==> src/rtl/lgc_pkg.sv <==
package lgc_pkg;
  typedef enum logic [2:0] {
    ST_IDLE, ST_BSET, ST_BMEAS, ST_SSET, ST_SMEAS, ST_EVAL, ST_DONE
  } calState_t;

  typedef struct packed {
    logic clrAll;
    logic clrWin;
    logic saveBase;
    logic addWin;
    logic takeMetric;
  } calStb_t;
endpackage

==> src/rtl/lgc_edge_sync.sv <==
module lgc_edge_sync (
  input  logic clk,
  input  logic rstN,
  input  logic din,
  output logic rise
);
  logic [2:0] stage;

  always_ff @(posedge clk or negedge rstN) begin
    if (!rstN) stage <= '0;
    else       stage <= {stage[1:0], din};
  end

  assign rise = stage[1] & ~stage[2];

  // a detected edge lasts exactly one cycle
  a_r10_single_pulse: assert property (@(posedge clk) disable iff (!rstN)
    rise |=> !rise);
endmodule

==> src/rtl/lgc_ctrl.sv <==
module lgc_ctrl
  import lgc_pkg::*;
#(
  parameter int DIV_W     = 24,
  parameter int WL_W      = 8,
  parameter int ACC_W     = 40,
  parameter int CODE_W    = 4,
  parameter int CODE_INIT = 8,
  parameter int NWIN      = 4,
  parameter int SETTLE    = 2,
  parameter int MAX_ITER  = 16,
  parameter int STEP      = 4
) (
  input  logic                    clk,
  input  logic                    rstN,
  input  logic                    refTick,
  input  logic                    startPulse,
  input  logic [DIV_W-1:0]        divIn,
  input  logic [WL_W-1:0]         winLen,
  input  logic signed [ACC_W:0]   target,
  input  logic [ACC_W-1:0]        tolerance,
  input  logic signed [ACC_W:0]   measNow,
  output calStb_t                 stb,
  output logic [CODE_W-1:0]       cpCode,
  output logic                    calDone,
  output logic [DIV_W-1:0]        divOut
);
  localparam int WIN_W  = $clog2(NWIN + 1);
  localparam int ITER_W = $clog2(MAX_ITER + 1);
  localparam int SET_W  = $clog2(SETTLE + 1);
  localparam logic [CODE_W-1:0] CODE_MAX = '1;

  calState_t          state;
  logic [SET_W-1:0]   setCnt;
  logic [WL_W-1:0]    refIdx;
  logic [WIN_W-1:0]   winIdx;
  logic [ITER_W-1:0]  iter;

  logic inSettle, inMeas, settleEnd, lastRef, lastWin, idleLike;
  logic signed [ACC_W+1:0] measX, hiLim, loLim;
  logic goUp, goDown;

  assign idleLike  = (state == ST_IDLE) || (state == ST_DONE);
  assign inSettle  = (state == ST_BSET) || (state == ST_SSET);
  assign inMeas    = (state == ST_BMEAS) || (state == ST_SMEAS);
  assign settleEnd = refTick && (setCnt == SET_W'(SETTLE - 1));
  assign lastRef   = refTick && (refIdx == winLen - WL_W'(1));
  assign lastWin   = (winIdx == WIN_W'(NWIN - 1));

  assign measX  = {measNow[ACC_W], measNow};
  assign hiLim  = {target[ACC_W], target} + $signed({2'b00, tolerance});
  assign loLim  = {target[ACC_W], target} - $signed({2'b00, tolerance});
  assign goUp   = measX > hiLim;
  assign goDown = measX < loLim;

  always_comb begin
    stb            = '0;
    stb.clrAll     = startPulse && idleLike;
    stb.clrWin     = settleEnd && inSettle;
    stb.saveBase   = settleEnd && (state == ST_SSET);
    stb.addWin     = lastRef && inMeas;
    stb.takeMetric = (state == ST_EVAL);
  end

  always_ff @(posedge clk or negedge rstN) begin
    if (!rstN) begin
      state  <= ST_IDLE;
      cpCode <= CODE_W'(CODE_INIT);
      iter   <= '0;
      setCnt <= '0;
      refIdx <= '0;
      winIdx <= '0;
    end else begin
      unique case (state)
        ST_IDLE, ST_DONE: if (startPulse) begin
          state  <= ST_BSET;
          cpCode <= CODE_W'(CODE_INIT);
          iter   <= '0;
          setCnt <= '0;
        end
        ST_BSET, ST_SSET: if (refTick) begin
          if (settleEnd) begin
            state  <= (state == ST_BSET) ? ST_BMEAS : ST_SMEAS;
            refIdx <= '0;
            winIdx <= '0;
          end else begin
            setCnt <= setCnt + 1'b1;
          end
        end
        ST_BMEAS, ST_SMEAS: if (refTick) begin
          if (lastRef) begin
            refIdx <= '0;
            if (lastWin) begin
              state  <= (state == ST_BMEAS) ? ST_SSET : ST_EVAL;
              setCnt <= '0;
            end else begin
              winIdx <= winIdx + 1'b1;
            end
          end else begin
            refIdx <= refIdx + 1'b1;
          end
        end
        ST_EVAL: begin
          if (goUp && cpCode != CODE_MAX)       cpCode <= cpCode + 1'b1;
          else if (goDown && cpCode != '0)      cpCode <= cpCode - 1'b1;
          iter <= iter + 1'b1;
          if ((!goUp && !goDown) || iter == ITER_W'(MAX_ITER - 1)) begin
            state <= ST_DONE;
          end else begin
            state  <= ST_BSET;
            setCnt <= '0;
          end
        end
        default: state <= ST_IDLE;
      endcase
    end
  end

  assign calDone = (state == ST_DONE);
  assign divOut  = ((state == ST_SSET) || (state == ST_SMEAS))
                   ? divIn + DIV_W'(STEP) : divIn;

  // the code only moves in the evaluation cycle or on a fresh start
  a_r6_code_frozen: assert property (@(posedge clk) disable iff (!rstN)
    (state != ST_EVAL && !stb.clrAll) |=> $stable(cpCode));
  // one evaluation moves the code by at most one step
  a_r6_single_step: assert property (@(posedge clk) disable iff (!rstN)
    (state == ST_EVAL) |=> (cpCode == $past(cpCode) || cpCode == $past(cpCode) + 1'b1
                            || cpCode == $past(cpCode) - 1'b1));
  // completion holds until a start edge
  a_r7_done_held: assert property (@(posedge clk) disable iff (!rstN)
    (calDone && !startPulse) |=> calDone);
  // a start edge during measurement does not disturb the sequence
  a_r8_busy_start: assert property (@(posedge clk) disable iff (!rstN)
    (state == ST_BMEAS && startPulse) |=> (state == ST_BMEAS || state == ST_SSET));
endmodule

==> src/rtl/lgc_datapath.sv <==
module lgc_datapath
  import lgc_pkg::*;
#(
  parameter int ACC_W = 40,
  parameter int CNT_W = 24
) (
  input  logic                  clk,
  input  logic                  rstN,
  input  calStb_t               stb,
  output logic signed [ACC_W:0] measNow,
  output logic signed [ACC_W:0] measResult,
  output logic                  accSat
);
  localparam logic [CNT_W-1:0] CNT_MAX = '1;

  logic [CNT_W-1:0] vcoCnt;
  logic [ACC_W-1:0] acc, accBase;
  logic [ACC_W:0]   sum;

  assign sum     = {1'b0, acc} + {{(ACC_W + 1 - CNT_W){1'b0}}, vcoCnt};
  assign measNow = $signed({1'b0, acc}) - $signed({1'b0, accBase});

  always_ff @(posedge clk or negedge rstN) begin
    if (!rstN) begin
      vcoCnt     <= '0;
      acc        <= '0;
      accBase    <= '0;
      measResult <= '0;
      accSat     <= 1'b0;
    end else begin
      if (stb.clrWin || stb.addWin)  vcoCnt <= CNT_W'(1);
      else if (vcoCnt != CNT_MAX)    vcoCnt <= vcoCnt + 1'b1;

      if (stb.saveBase) accBase <= acc;
      else if (stb.clrAll) accBase <= '0;

      if (stb.clrAll || stb.clrWin) begin
        acc <= '0;
      end else if (stb.addWin) begin
        if (sum[ACC_W]) begin
          acc    <= '1;
          accSat <= 1'b1;
        end else begin
          acc <= sum[ACC_W-1:0];
        end
      end

      if (stb.clrAll) accSat <= 1'b0;

      if (stb.clrAll)          measResult <= '0;
      else if (stb.takeMetric) measResult <= measNow;
    end
  end

  // the clamp flag is sticky within a run
  a_r9_sat_sticky: assert property (@(posedge clk) disable iff (!rstN)
    (accSat && !stb.clrAll) |=> accSat);
  // the accumulator never shrinks between clears
  a_r3_acc_grows: assert property (@(posedge clk) disable iff (!rstN)
    (!stb.clrAll && !stb.clrWin) |=> acc >= $past(acc));
  // the published result changes only at evaluation or start
  a_r4_result_held: assert property (@(posedge clk) disable iff (!rstN)
    (!stb.takeMetric && !stb.clrAll) |=> $stable(measResult));
endmodule

==> src/rtl/pll_gain_cal.sv <==
module pll_gain_cal
  import lgc_pkg::*;
#(
  parameter int DIV_W     = 24,
  parameter int WL_W      = 8,
  parameter int ACC_W     = 40,
  parameter int CNT_W     = 24,
  parameter int CODE_W    = 4,
  parameter int CODE_INIT = 8,
  parameter int NWIN      = 4,
  parameter int SETTLE    = 2,
  parameter int MAX_ITER  = 16,
  parameter int STEP      = 4
) (
  input  logic                  clk,
  input  logic                  rstN,
  input  logic                  refClk,
  input  logic                  startReq,
  input  logic [DIV_W-1:0]      divIn,
  input  logic [WL_W-1:0]       winLen,
  input  logic signed [ACC_W:0] target,
  input  logic [ACC_W-1:0]      tolerance,
  output logic [DIV_W-1:0]      divOut,
  output logic [CODE_W-1:0]     cpCode,
  output logic                  calDone,
  output logic signed [ACC_W:0] measResult,
  output logic                  accSat
);
  logic refTick, startPulse;
  logic signed [ACC_W:0] measNow;
  calStb_t stb;

  lgc_edge_sync uRefSync   (.clk(clk), .rstN(rstN), .din(refClk),   .rise(refTick));
  lgc_edge_sync uStartSync (.clk(clk), .rstN(rstN), .din(startReq), .rise(startPulse));

  lgc_ctrl #(
    .DIV_W(DIV_W), .WL_W(WL_W), .ACC_W(ACC_W), .CODE_W(CODE_W),
    .CODE_INIT(CODE_INIT), .NWIN(NWIN), .SETTLE(SETTLE),
    .MAX_ITER(MAX_ITER), .STEP(STEP)
  ) uCtrl (
    .clk(clk), .rstN(rstN), .refTick(refTick), .startPulse(startPulse),
    .divIn(divIn), .winLen(winLen), .target(target), .tolerance(tolerance),
    .measNow(measNow), .stb(stb), .cpCode(cpCode), .calDone(calDone),
    .divOut(divOut)
  );

  lgc_datapath #(.ACC_W(ACC_W), .CNT_W(CNT_W)) uDp (
    .clk(clk), .rstN(rstN), .stb(stb), .measNow(measNow),
    .measResult(measResult), .accSat(accSat)
  );

  // once finished, the nominal division word is passed through
  a_r2_idle_div: assert property (@(posedge clk) disable iff (!rstN)
    calDone |-> divOut == divIn);
endmodule

==> config.mk <==
export PLATFORM = sky130hd
export DESIGN_NAME = pll_gain_cal
export DESIGN_NICKNAME = d
export VERILOG_FILES = /design/src/rtl/lgc_pkg.sv /design/src/rtl/lgc_edge_sync.sv /design/src/rtl/lgc_ctrl.sv /design/src/rtl/lgc_datapath.sv /design/src/rtl/pll_gain_cal.sv
export SDC_FILE = /design/constraint.sdc
export NUM_CORES = 1
export LEC_CHECK = 0
export BUFFER_PORTS_ARGS = -buffer_cell sky130_fd_sc_hd__buf_2
export CAP_MARGIN = 10
export CORE_MARGIN = 2
export CORE_UTILIZATION = 42
export CTS_CLUSTER_DIAMETER = 80
export CTS_CLUSTER_SIZE = 40
export DETAILED_ROUTE_END_ITERATION = 10
export SLEW_MARGIN = 20
export SYNTH_ARGS = -nofsm -noshare
export SYNTH_HDL_FRONTEND = slang
export SYNTH_SLANG_ARGS = --single-unit
==> constraint.sdc <==
create_clock -name clk -period 8.4 [get_ports clk]
set_input_delay 0 -clock clk [delete_from_list [all_inputs] [get_ports clk]]
set_output_delay 0 -clock clk [all_outputs]
set_load 0.1 [all_outputs]
==> qor.yml <==
outcome:
  status: "finished, final reports clean"
timing:
  rsz0062_at_grt: "false"
  report.final.slew_viol_count: 0
  clock_skew_ps: 10.4
  finalHoldViolCount: 0
  setup_viol: 0
  fmax_mhz: 149
  setup_tns_ps: 0
  worst_pin_slew_ps: 1260
  min_period_over_period: 0.802
  period_minus_slack_ps: 6730
  relSlewSlack: 0.161
yosys:
  synth_area_um2: 18400
  synth_area_per_cell_um2: 7.83
  synthesis.nets: 2697
  yosysWarnings: 0
  yosys_register_bits: 177
  synth.area.top_cells: "dfrtp_1 24%, ha_1 16%, nand2_1 5.7%"
  synth_ff_type: "dfrtp_1"
  async_flop_share: 1.00
  synthDistinctLibCells: 86
  synth_edf_count: 0
  ys_seq_area_frac: 0.241
  synth_top_area_share: 0.240
  synth_cells: 2344
  yosys.area.top_type: "dfrtp_1"
power_and_ir_drop:
  p_total_mw: 3.34
  power.static_leakage_nw: 9.95
  power.density_nw_per_um2: 164
  ir_worst_vdd_mv: 0.173
layout:
  drive_above_1_share: 0.105
  layout.nets: 2813
  fill_cells: 4363
  antennaDiodeCount: 0
  area_growth_pct: 10.7
setup_path:
  crit_path_start_kind: "flop"
  cpLargestDelayFamily: "compound AO/OA/AOI/OAI gates"
  cp_num_buf_inv: 0
  timing.critical_path.required_ps: 8790
  path_common_cell: "ha_1"
  end_kind: "flop"
  cp.arrival_ps: 7120
  cpMaxStageDelayCell: "dfrtp_1"
  path_max_fanout: 6
  path_class: "reg -> reg"
  max_stage_delay_ps: 460
floorplan:
  core_um2: 43100
  die_h_um: 213
  die_w_um: 213
  ioPinCount: 188
  start_util: 0.426
  die_area_um2: 45400
  rows: 76
cts:
  cts_resized: 0
  cts.htree.levels: 4
  clk-insertion-delay-late_ps: 460
  cts_buffer_depth: 2
  postCtsHoldBufs: 3
  clkTransAtPathRegs_ps: 60
  cts_buffers: 17
  cts_tree: "built"
  cts_sinks: 177
  cts-root-buf: "clkbuf_16"
  cts_setup_buffers: 0
route:
  drt_wl_total_um: 52200
  drc: 0
  drt-wirelength-per-cell_um: 17.1
  dr.pass1.iters: 6
  viasPerCell: 5.63
  vias: 17200
  antenna_left: 0
  drt_iter0_drc: 1301
grt:
  grt_pass1_wl_um: 84000
  grt_antenna_before_repair: 1
  first_global_vias: 16300
  grt_overflow: 0
  grtUsageTotal: 0.231
  grt_max_degree: 81
placement:
  hpwl_um: 41000
  globalplace.congestion: 0.908
  portBuffers: 183
job:
  timing.max_cap.violations: 0
hold_path:
  min_path_type: "in -> out"
cell usage in the layout, fill, tap and decap left out, types with 59 or more instances in the layout:
cell	n
dfrtp_1	176
xor2_1	65
buf_2	182
a21oi_1	168
inv_1	167
ha_1	231
nand3_1	87
xnor2_1	117
o31ai_1	60
a21o_1	59
nor2_1	189
nand2_1	280
o21ai_0	140
metal layers:
layer	GRT usage	wire, um
met5	0	11
met4	0.0612	1010
met3	0.0328	2680
met2	0.377	23900
met1	0.318	24600
flip-flops by register name (all words and copies together), names as in the netlist:
| register | cells |
|---|---|
| uDp.accSat | 1 |
| uDp.acc | 40 |
| uDp.vcoCnt | 24 |
| uCtrl.iter | 5 |
| uCtrl.refIdx | 8 |
| uStartSync.stage | 3 |
| uCtrl.state | 3 |
| uCtrl.cpCode | 4 |
| uRefSync.stage | 3 |
| uDp.measResult | 41 |
| uDp.accBase | 40 |
| uCtrl.winIdx | 3 |
| uCtrl.setCnt | 2 |
per-stage QoR:
stage / util / setup slack (ps) / std cells / cell area (um^2) / hold slack [ps]
floorplan: - / 2510 / 2344 / 18400 / -296
global placement: 0.458 / 1940 / 3023 / 19700 / -46.7
detailed placement: 0.458 / 1810 / 3023 / 19700 / -36.7
CTS: 0.472 / 1750 / 3058 / 20300 / 0.739
global route: 0.472 / 1140 / 3058 / 20300 / 0.698
finish: 0.472 / 1670 / 3058 / 20300 / 0.234
cells in the mapped netlist (all sizes together), types with 16 or more instances:
library cell,count
a21o,59
a21oi,169
a31oi,16
and3,29
buf,25
clkbuf,77
dfrtp,176
ha,231
inv,167
nand2,280
nand2b,40
nand3,87
nand4,41
nor2,191
nor2b,26
nor3,38
nor4,20
o211ai,29
o21a,23
o21ai,143
o21bai,30
o31ai,60
xnor2,117
xor2,65
worst paths after layout:
kind	from	end	slack, ps	cells past startpoint
max	uDp.acc[1]	uCtrl.cpCode[3]	1670	27
min	divIn[1]	divOut[1]	0.2	0
max reg2reg	uDp.acc[1]	uCtrl.cpCode[3]	1670	27
min reg2reg	uStartSync.stage[0]	uStartSync.stage[1]	360	0
max in group asynchronous	rstN	uDp.measResult[38]	6260	4
min in group asynchronous	rstN	uDp.vcoCnt[4]	40	2
area by class of cell:
cell class | instances | area [um^2] | area share
clock inverter | 12 | 133 | 0.00653
tap | 585 | 732 | 0.0360
timing repair buffer | 199 | 1050 | 0.0517
multi-input combinational | 1897 | 12900 | 0.635
sequential | 177 | 4430 | 0.218
clock buffer | 20 | 447 | 0.0220
inverter | 168 | 636 | 0.0313
power by group:
| group | total, mW | leakage (nW) | switching [mW] | internal [mW] |
|---|---|---|---|---|
| Clock | 0.816 | 0.277 | 0.369 | 0.448 |
| Combinational | 1.47 | 7.25 | 1.01 | 0.457 |
| Sequential | 1.05 | 2.43 | 0.120 | 0.931 |
logic make-up after synthesis:
family | count (synthesis) | share of synthesized area
simple gates | 816 | 0.211
compound gates | 652 | 0.233
buf+inv | 270 | 0.0581
fa+ha+maj | 236 | 0.163
xor+xnor | 183 | 0.0881
flops | 177 | 0.241
mux | 10 | 0.00559
Power figures use the tool's default switching activity.
